File: src/rtl/gpio_map_pkg.sv
package gpio_map_pkg;

  localparam int ADDR_W    = 8;
  localparam int DATA_W    = 32;
  localparam int P3_IO_N   = 6;
  localparam int P3_GPI_N  = 22;
  localparam int P3_GPO_N  = 24;
  localparam int P3_IO_LSB = 25;

  localparam logic [ADDR_W-1:0] A_P3_IN   = 8'h00;
  localparam logic [ADDR_W-1:0] A_P3_OSET = 8'h04;
  localparam logic [ADDR_W-1:0] A_P3_OCLR = 8'h08;
  localparam logic [ADDR_W-1:0] A_P3_OST  = 8'h0C;
  localparam logic [ADDR_W-1:0] A_P2_DSET = 8'h10;
  localparam logic [ADDR_W-1:0] A_P2_DCLR = 8'h14;
  localparam logic [ADDR_W-1:0] A_P2_DST  = 8'h18;
  localparam logic [ADDR_W-1:0] A_P2_IN   = 8'h1C;
  localparam logic [ADDR_W-1:0] A_P2_OSET = 8'h20;
  localparam logic [ADDR_W-1:0] A_P2_OCLR = 8'h24;
  localparam logic [ADDR_W-1:0] A_P2_MSET = 8'h28;
  localparam logic [ADDR_W-1:0] A_P2_MCLR = 8'h2C;
  localparam logic [ADDR_W-1:0] A_P2_MST  = 8'h30;
  localparam logic [ADDR_W-1:0] A_P0_IN   = 8'h40;
  localparam logic [ADDR_W-1:0] A_P0_OSET = 8'h44;
  localparam logic [ADDR_W-1:0] A_P0_OCLR = 8'h48;
  localparam logic [ADDR_W-1:0] A_P0_OST  = 8'h4C;
  localparam logic [ADDR_W-1:0] A_P0_DSET = 8'h50;
  localparam logic [ADDR_W-1:0] A_P0_DCLR = 8'h54;
  localparam logic [ADDR_W-1:0] A_P0_DST  = 8'h58;
  localparam logic [ADDR_W-1:0] A_P1_IN   = 8'h60;
  localparam logic [ADDR_W-1:0] A_P1_OSET = 8'h64;
  localparam logic [ADDR_W-1:0] A_P1_OCLR = 8'h68;
  localparam logic [ADDR_W-1:0] A_P1_OST  = 8'h6C;
  localparam logic [ADDR_W-1:0] A_P1_DSET = 8'h70;
  localparam logic [ADDR_W-1:0] A_P1_DCLR = 8'h74;
  localparam logic [ADDR_W-1:0] A_P1_DST  = 8'h78;

  // Scatter the port-3 inputs into their fixed bit positions
  function automatic logic [DATA_W-1:0] p3_in_word(
    input logic [P3_GPI_N-1:0] gpi,
    input logic [P3_IO_N-1:0]  bio
  );
    logic [DATA_W-1:0] w;
    w         = '0;
    w[9:0]    = gpi[9:0];
    w[14:10]  = bio[4:0];
    w[23:15]  = gpi[18:10];
    w[24]     = bio[5];
    w[27:25]  = gpi[21:19];
    return w;
  endfunction

endpackage

File: src/rtl/gpio_setclr_bank.sv
module gpio_setclr_bank #(
  parameter int W = 8
) (
  input  logic         clk,
  input  logic         rst_n,
  input  logic [W-1:0] set_i,
  input  logic [W-1:0] clr_i,
  output logic [W-1:0] q_o
);

  always_ff @(posedge clk or negedge rst_n) begin
    if (!rst_n) q_o <= '0;
    else        q_o <= (q_o | set_i) & ~clr_i;
  end


  set_forces_one_chk: assert property (@(posedge clk) disable iff (!rst_n)
    (set_i != '0 && clr_i == '0) |=> ((q_o & $past(set_i)) == $past(set_i)));


  clr_forces_zero_chk: assert property (@(posedge clk) disable iff (!rst_n)
    (clr_i != '0 && set_i == '0) |=> ((q_o & $past(clr_i)) == '0));


  idle_hold_chk: assert property (@(posedge clk) disable iff (!rst_n)
    (set_i == '0 && clr_i == '0) |=> $stable(q_o));

endmodule

File: src/rtl/gpio_in_sync.sv
module gpio_in_sync #(
  parameter int W      = 8,
  parameter int STAGES = 2
) (
  input  logic         clk,
  input  logic         rst_n,
  input  logic [W-1:0] d_i,
  output logic [W-1:0] q_o
);

  logic [STAGES-1:0][W-1:0] stg;

  always_ff @(posedge clk or negedge rst_n) begin
    if (!rst_n) stg[0] <= '0;
    else        stg[0] <= d_i;
  end

  for (genvar s = 1; s < STAGES; s++) begin : g_stage
    always_ff @(posedge clk or negedge rst_n) begin
      if (!rst_n) stg[s] <= '0;
      else        stg[s] <= stg[s-1];
    end
  end

  assign q_o = stg[STAGES-1];

endmodule

File: src/rtl/gpio_quad_ctrl.sv
module gpio_quad_ctrl
  import gpio_map_pkg::*;
#(
  parameter int P0_W        = 8,
  parameter int P1_W        = 24,
  parameter int P2_W        = 13,
  parameter int MUX_W       = 3,
  parameter int SYNC_STAGES = 2
) (
  input  logic              clk,
  input  logic              rst_n,
  input  logic [ADDR_W-1:0] bus_addr,
  input  logic              bus_we,
  input  logic [DATA_W-1:0] bus_wdata,
  output logic [DATA_W-1:0] bus_rdata,
  input  logic [P0_W-1:0]   p0_in,
  output logic [P0_W-1:0]   p0_out,
  output logic [P0_W-1:0]   p0_oe,
  input  logic [P1_W-1:0]   p1_in,
  output logic [P1_W-1:0]   p1_out,
  output logic [P1_W-1:0]   p1_oe,
  input  logic [P2_W-1:0]   p2_in,
  output logic [P2_W-1:0]   p2_out,
  output logic [P2_W-1:0]   p2_oe,
  input  logic [P3_IO_N-1:0]  p3_io_in,
  output logic [P3_IO_N-1:0]  p3_io_out,
  output logic [P3_IO_N-1:0]  p3_io_oe,
  input  logic [P3_GPI_N-1:0] p3_gpi_in,
  output logic [P3_GPO_N-1:0] p3_gpo_out
);

  localparam int IN_W   = P0_W + P1_W + P2_W + P3_IO_N + P3_GPI_N;
  localparam int IO_MSB = P3_IO_LSB + P3_IO_N - 1;

  logic unused_wdata;
  assign unused_wdata = ^{bus_wdata[31], bus_wdata[24]};

  function automatic logic hit(input logic [ADDR_W-1:0] a);
    return bus_we && (bus_addr == a);
  endfunction

  // ---------------- latch banks ----------------
  logic [P3_IO_N-1:0] mux_unused_pad;
  logic [MUX_W-1:0]   mux_q;

  gpio_setclr_bank #(.W(P0_W)) u_p0_out (.clk, .rst_n,
    .set_i(hit(A_P0_OSET) ? bus_wdata[P0_W-1:0] : '0),
    .clr_i(hit(A_P0_OCLR) ? bus_wdata[P0_W-1:0] : '0), .q_o(p0_out));
  gpio_setclr_bank #(.W(P0_W)) u_p0_dir (.clk, .rst_n,
    .set_i(hit(A_P0_DSET) ? bus_wdata[P0_W-1:0] : '0),
    .clr_i(hit(A_P0_DCLR) ? bus_wdata[P0_W-1:0] : '0), .q_o(p0_oe));
  gpio_setclr_bank #(.W(P1_W)) u_p1_out (.clk, .rst_n,
    .set_i(hit(A_P1_OSET) ? bus_wdata[P1_W-1:0] : '0),
    .clr_i(hit(A_P1_OCLR) ? bus_wdata[P1_W-1:0] : '0), .q_o(p1_out));
  gpio_setclr_bank #(.W(P1_W)) u_p1_dir (.clk, .rst_n,
    .set_i(hit(A_P1_DSET) ? bus_wdata[P1_W-1:0] : '0),
    .clr_i(hit(A_P1_DCLR) ? bus_wdata[P1_W-1:0] : '0), .q_o(p1_oe));
  gpio_setclr_bank #(.W(P2_W)) u_p2_out (.clk, .rst_n,
    .set_i(hit(A_P2_OSET) ? bus_wdata[P2_W-1:0] : '0),
    .clr_i(hit(A_P2_OCLR) ? bus_wdata[P2_W-1:0] : '0), .q_o(p2_out));
  gpio_setclr_bank #(.W(P2_W)) u_p2_dir (.clk, .rst_n,
    .set_i(hit(A_P2_DSET) ? bus_wdata[P2_W-1:0] : '0),
    .clr_i(hit(A_P2_DCLR) ? bus_wdata[P2_W-1:0] : '0), .q_o(p2_oe));
  // port-3 bidirectional directions live in the upper port-2 direction bits
  gpio_setclr_bank #(.W(P3_IO_N)) u_p3_dir (.clk, .rst_n,
    .set_i(hit(A_P2_DSET) ? bus_wdata[IO_MSB:P3_IO_LSB] : '0),
    .clr_i(hit(A_P2_DCLR) ? bus_wdata[IO_MSB:P3_IO_LSB] : '0), .q_o(p3_io_oe));
  gpio_setclr_bank #(.W(P3_IO_N)) u_p3_lvl (.clk, .rst_n,
    .set_i(hit(A_P3_OSET) ? bus_wdata[IO_MSB:P3_IO_LSB] : '0),
    .clr_i(hit(A_P3_OCLR) ? bus_wdata[IO_MSB:P3_IO_LSB] : '0), .q_o(p3_io_out));
  gpio_setclr_bank #(.W(P3_GPO_N)) u_p3_gpo (.clk, .rst_n,
    .set_i(hit(A_P3_OSET) ? bus_wdata[P3_GPO_N-1:0] : '0),
    .clr_i(hit(A_P3_OCLR) ? bus_wdata[P3_GPO_N-1:0] : '0), .q_o(p3_gpo_out));
  gpio_setclr_bank #(.W(MUX_W)) u_p2_mux (.clk, .rst_n,
    .set_i(hit(A_P2_MSET) ? bus_wdata[MUX_W-1:0] : '0),
    .clr_i(hit(A_P2_MCLR) ? bus_wdata[MUX_W-1:0] : '0), .q_o(mux_q));

  assign mux_unused_pad = '0;

  // ---------------- input synchroniser ----------------
  logic [IN_W-1:0]     in_s;
  logic [P0_W-1:0]     p0_s;
  logic [P1_W-1:0]     p1_s;
  logic [P2_W-1:0]     p2_s;
  logic [P3_IO_N-1:0]  io_s;
  logic [P3_GPI_N-1:0] gpi_s;

  gpio_in_sync #(.W(IN_W), .STAGES(SYNC_STAGES)) u_sync (
    .clk, .rst_n,
    .d_i({p3_gpi_in, p3_io_in, p2_in, p1_in, p0_in}),
    .q_o(in_s));

  assign {gpi_s, io_s, p2_s, p1_s, p0_s} = in_s;

  // ---------------- read mux ----------------
  always_comb begin
    unique case (bus_addr)
      A_P3_IN:  bus_rdata = p3_in_word(gpi_s, io_s);
      A_P3_OST: bus_rdata = (DATA_W'(p3_io_out) << P3_IO_LSB) | DATA_W'(p3_gpo_out);
      A_P2_DST: bus_rdata = (DATA_W'(p3_io_oe) << P3_IO_LSB) | DATA_W'(p2_oe);
      A_P2_IN:  bus_rdata = DATA_W'(p2_s);
      A_P2_MST: bus_rdata = DATA_W'(mux_q) | DATA_W'(mux_unused_pad);
      A_P0_IN:  bus_rdata = DATA_W'(p0_s);
      A_P0_OST: bus_rdata = DATA_W'(p0_out);
      A_P0_DST: bus_rdata = DATA_W'(p0_oe);
      A_P1_IN:  bus_rdata = DATA_W'(p1_s);
      A_P1_OST: bus_rdata = DATA_W'(p1_out);
      A_P1_DST: bus_rdata = DATA_W'(p1_oe);
      default:  bus_rdata = '0;
    endcase
  end

  // ---------------- checks ----------------
  logic [1:0] edges_since_rst;
  always_ff @(posedge clk or negedge rst_n) begin
    if (!rst_n)                    edges_since_rst <= '0;
    else if (edges_since_rst != 3) edges_since_rst <= edges_since_rst + 2'd1;
  end

  if (SYNC_STAGES == 2) begin : g_sync_chk

    p0_sync_lat_chk: assert property (@(posedge clk) disable iff (!rst_n)
      (edges_since_rst >= 2) |-> (p0_s == $past(p0_in, 2)));

    gpi_sync_lat_chk: assert property (@(posedge clk) disable iff (!rst_n)
      (edges_since_rst >= 2) |-> (gpi_s == $past(p3_gpi_in, 2)));
  end


  reset_pads_chk: assert property (@(posedge clk)
    (!rst_n) |-> (p0_oe == '0 && p1_oe == '0 && p2_oe == '0 && p3_io_oe == '0));

endmodule

File: config.mk
export PLATFORM = sky130hd
export DESIGN_NAME = gpio_quad_ctrl
export DESIGN_NICKNAME = d
export VERILOG_FILES = /design/src/rtl/gpio_map_pkg.sv /design/src/rtl/gpio_setclr_bank.sv /design/src/rtl/gpio_in_sync.sv /design/src/rtl/gpio_quad_ctrl.sv
export SDC_FILE = /design/constraint.sdc
export NUM_CORES = 1
export LEC_CHECK = 0
export BUFFER_PORTS_ARGS = -buffer_cell sky130_fd_sc_hd__buf_2
export CAP_MARGIN = 20
export CORE_ASPECT_RATIO = 0.7
export CORE_MARGIN = 4
export CORE_UTILIZATION = 45
export DETAILED_ROUTE_END_ITERATION = 12
export PLACE_DENSITY_LB_ADDON = 0.12
export SLEW_MARGIN = 20
export SYNTH_ARGS = -nofsm -noshare
export SYNTH_HDL_FRONTEND = slang
export SYNTH_HIERARCHICAL = 1
export SYNTH_SLANG_ARGS = --single-unit
File: constraint.sdc
create_clock -name clk -period 1.6 [get_ports clk]
set_input_delay 0.16 -clock clk [delete_from_list [all_inputs] [get_ports clk]]
set_output_delay 0.16 -clock clk [all_outputs]
set_load 0.05 [all_outputs]
==> results.rst <==
.. list-table::
   :header-rows: 1

   * - Metric
     - Value
   * - Outcome
     - finished with violations
   * - Failing checks
     - setup timing
   * - Post-synth EDFFs
     - 0
   * - Data required time at the worst endpoint
     - 1.44 ns
   * - All-layer global routing usage
     - 26.6%
   * - Met3 track utilization from global routing
     - 4.91%
   * - Netlist area before placement
     - 12300 um2
   * - Initial antenna violation count
     - 1
   * - Utilization after layout
     - 66.0%
   * - Clock Root Buffer
     - clkbuf_16
   * - Async set-or-reset flop fraction in the synthesized netlist
     - 100%
   * - Final Routed Wirelength
     - 40300 um
   * - Cell with the largest stage delay on the worst path
     - a2111o_2
   * - Avg Vias per Cell
     - 5.15
   * - Static power due to leakage
     - 0.00896 uW
   * - Count of buffers from port buffering
     - 270
   * - Routed Antenna Nets
     - 0
   * - Number of design rule violations left after detail routing
     - 0
   * - Setup CP Type
     - reg2out
   * - Critical R2R Capture
     - u_p3_gpo/q_o[8]
   * - Total congestion overflow
     - 0
   * - Count of pins over their slew limit
     - 0
   * - Synthesized netlist cell count
     - 1030
   * - Routability-driven placement congestion ratio
     - 0.931
   * - Detailed-placement wirelength estimate
     - 28400 um
   * - Clock Sink Count
     - 275
   * - RR Startpoint
     - u_p3_gpo/q_o[8]
   * - Initial cell density of the core
     - 45.8%
   * - Area of the core region
     - 26800 um2
   * - I/O Pins
     - 274
   * - Combined area of the multi-input logic cells
     - 5100 um2
   * - CTS H-tree lvls
     - 1
   * - Insertion delay to the later sink of the worst-skew pair
     - 0.56 ns
   * - Cell family contributing the most delay on the critical path
     - compound AO/OA/AOI/OAI gates
   * - Worst Path Buf+Inv
     - 1
   * - Nets
     - 1581
   * - Cts bufs inserted
     - 28
   * - Top-area cell type share of the netlist area
     - 56.2%
   * - Most instantiated flip-flop cell in the synthesis netlist
     - dfrtp_1
   * - Maximum number of pins on one net before global-route repair
     - 83
   * - Fin crit period
     - 2.25 ns
   * - Launching element type of the critical path
     - flip-flop
   * - Signal arrival time at the worst endpoint
     - 2.09 ns
   * - Fill cell instance count of the final layout
     - 2036
   * - Sequential cell area in the final layout
     - 6900 um2
   * - Post-route cell area
     - 17700 um2
   * - Register-to-register setup slack
     - 0.66 ns
   * - Met2 Resource Use GR
     - 40.8%
   * - Element type at the critical path end
     - output pin
   * - Layout cell share with drive strength beyond 1
     - 40.5%
   * - Drt wl/cell
     - 21.8 um
   * - Vias after detailed routing
     - 9532
   * - RSZ-0062 raised after global routing
     - yes
   * - Number of storage elements in the synthesis netlist
     - 275
   * - Placement-stage cell area
     - 14900 um2
   * - Total design power
     - 16400 uW
   * - Syn avg cell area
     - 11.9 um2
   * - Crit-path max FO
     - 1
   * - Tightest Hold Check Type
     - in2async
   * - Die footprint
     - 30000 um2
   * - Number of failing hold endpoints at the final stage
     - 0
   * - Worst reg2reg path depth
     - 3
   * - Critical-path cell list
     - mux2_4 > nand2_2 > a311oi_2 > a2111o_2 > buf_12
   * - Clock-pin slew reported for the worst setup and hold paths after clock tree synthesis
     - 0.07 ns
   * - Setup-failing EPs final
     - 31
   * - Initial detailed-routing violation count
     - 534
   * - Number of buffers on the longest clock path
     - 3
   * - Vertical die dimension
     - 146 um
   * - Area leader, netlist
     - dfrtp_1
   * - Final total negative setup slack
     - -7.23 ns
   * - Horizontal die dimension
     - 205 um
   * - Routing usage on met1
     - 40.7%
   * - Post-synthesis sequential area ratio
     - 56.2%
   * - Distinct cells, synth
     - 57
   * - Warnings, synthesis
     - 6
   * - Highest clock frequency the design can meet
     - 444 MHz
   * - Total nets after synthesis
     - 1146
   * - Power per standard cell area
     - 926 nW/um2
   * - TritonCTS clock tree
     - yes
   * - Final critical-path setup slack
     - -0.650 ns
   * - Vias in the first global route
     - 9827
   * - Period utilisation layout
     - 141%
   * - Row count
     - 50
   * - Reported max-cap violation count
     - 0
   * - Setup Skew
     - 0.0102 ns
   * - Max stage delay on crit path
     - 0.51 ns
   * - First-pass GRT wire length
     - 61200 um
   * - DR pass1 iterations
     - 6
   * - Most heavily used metal layer in global routing
     - met2
   * - Area contributors post-synth
     - dfrtp_1 56%, and2_1 12%, o21ba_1 11%, buf_4 4.7%, a22oi_1 2.6%
   * - IR drop worst, VDD
     - 694 uV
   * - Area added between synthesis and finish
     - 44.2%
-- per-layer routing --
metal / vias to the layer above / wire [um]
met5: - / 0
met2: 301 / 18200
met4: 0 / 550
met1: 4847 / 19200
li1: 4344 / -
met3: 40 / 2390
-- flip-flops by register name, summed over array words and instances, names as in the netlist --
register and count:
u_p3_dir/q_o 6, u_p2_dir/q_o 13, u_sync/q_o 73, u_p1_out/q_o 24, u_p2_mux/q_o 3, u_p3_lvl/q_o 6, u_p0_dir/q_o 8, u_p3_gpo/q_o 24
u_sync/stg 73, u_p1_dir/q_o 24, u_p2_out/q_o 13, u_p0_out/q_o 8
-- final cells by class --
cell class	instances	area share [%]
Antenna cell	1	0.0142
Clock buffer	38	4.40
Clock inverter	14	1.01
Sequential cell	275	39.0
Multi-Input combinational cell	622	28.9
Timing Repair Buffer	537	24.1
Inverter	1	0.0212
Tap cell	364	2.58
-- cell usage in the layout, fill, tap and decap left out, types with 4 or more instances in the layout --
cell           synthesis  final
clkbuf_8               0      4
o21ba_1              129    129
clkbuf_1              34      6
nor2_1                20     13
dfrtp_1              275    262
a22oi_1               42     18
nand2_1               26     18
buf_6                  0     24
mux2i_1               10      9
a22o_1                20     17
buf_12                 0     27
dfrtp_2                0     13
buf_4                 77    148
o22ai_1                5      4
clkinv_2               0      4
nor2_2                 1      8
buf_2                 18    229
dlygate4sd3_1          0     91
buf_8                  0     16
nand3_1               11      7
a22oi_2                0     24
nor3_1                 4      4
clkbuf_16              0     28
nand2_4                0      6
mux2_4                 0      5
and3_1                20     19
and2_1               243    240
o21ai_4                0     10
-- how the worst max path moves through the flow --
stage	startpoint	slack, ns	to	depth (start not counted)
global route	u_sync/q_o[0]	-0.69	bus_rdata[0]	5
global placement	bus_addr[6]	-0.39	bus_rdata[7]	9
CTS	u_p0_out/q_o[0]	-0.69	bus_rdata[0]	5
floorplan	bus_addr[7]	-0.16	bus_rdata[11]	4
detailed placement	bus_addr[1]	-0.41	bus_rdata[0]	6
finish	u_sync/q_o[0]	-0.65	bus_rdata[0]	5
-- Yosys cell counts (10+ instances only) --
| library cell | count |
|---|---|
| dfrtp_1 | 275 |
| and2_1 | 243 |
| o21ba_1 | 129 |
| buf_4 | 77 |
| a22oi_1 | 42 |
| clkbuf_1 | 34 |
| nand2_1 | 26 |
| a22o_1 | 20 |
| and3_1 | 20 |
| nor2_1 | 20 |
| buf_2 | 18 |
| o21ai_0 | 14 |
| nand3_1 | 11 |
| mux2i_1 | 10 |
-- timing repair --
| action | CTS | global route |
|---|---|---|
| cloned | 1 | 0 |
| buffers inserted | 22 | 6 |
| hold endpoints to repair | 390 | 0 |
| resized for setup | 130 | 36 |
| hold buffers | 91 | 0 |
| pin swaps | 43 | 26 |
| endpoints found under the setup margin | 31 | 31 |
-- kinds of logic after synthesis --
| group | Yosys count | synth area share (%) |
|---|---|---|
| AND/OR/NAND/NOR | 359 | 17.9 |
| flip-flops | 275 | 56.2 |
| AO/OA/AOI/OAI | 244 | 17.7 |
| buffers and inverters | 133 | 6.64 |
| multiplexers | 18 | 1.55 |
| other | 1 | 0.0306 |
-- worst register-to-register path: stages (launching register included) --
cell	delay, ns
dfrtp_2	0.41
buf_4	0.13
buf_4	0.13
o21ba_1	0.16
-- where the power goes --
part | total, uW | internal, uW | switching [uW] | leakage (uW)
clock | 6770 | 3930 | 2840 | 0.000467
sequential | 7520 | 7300 | 222 | 0.00346
combinational | 2070 | 792 | 1270 | 0.00504
-- stage by stage --
stage / hold slack (ns) / setup slack, ns / instances
CTS: 0.0283 / -0.689 / 1845
global placement: 0.0261 / -0.387 / 1682
global route: 0.0502 / -0.693 / 1851
finish: 0.0493 / -0.650 / 1852
detailed placement: 0.0263 / -0.412 / 1682
floorplan: -0.136 / -0.163 / 1030
(Power assumes the default switching activity.)
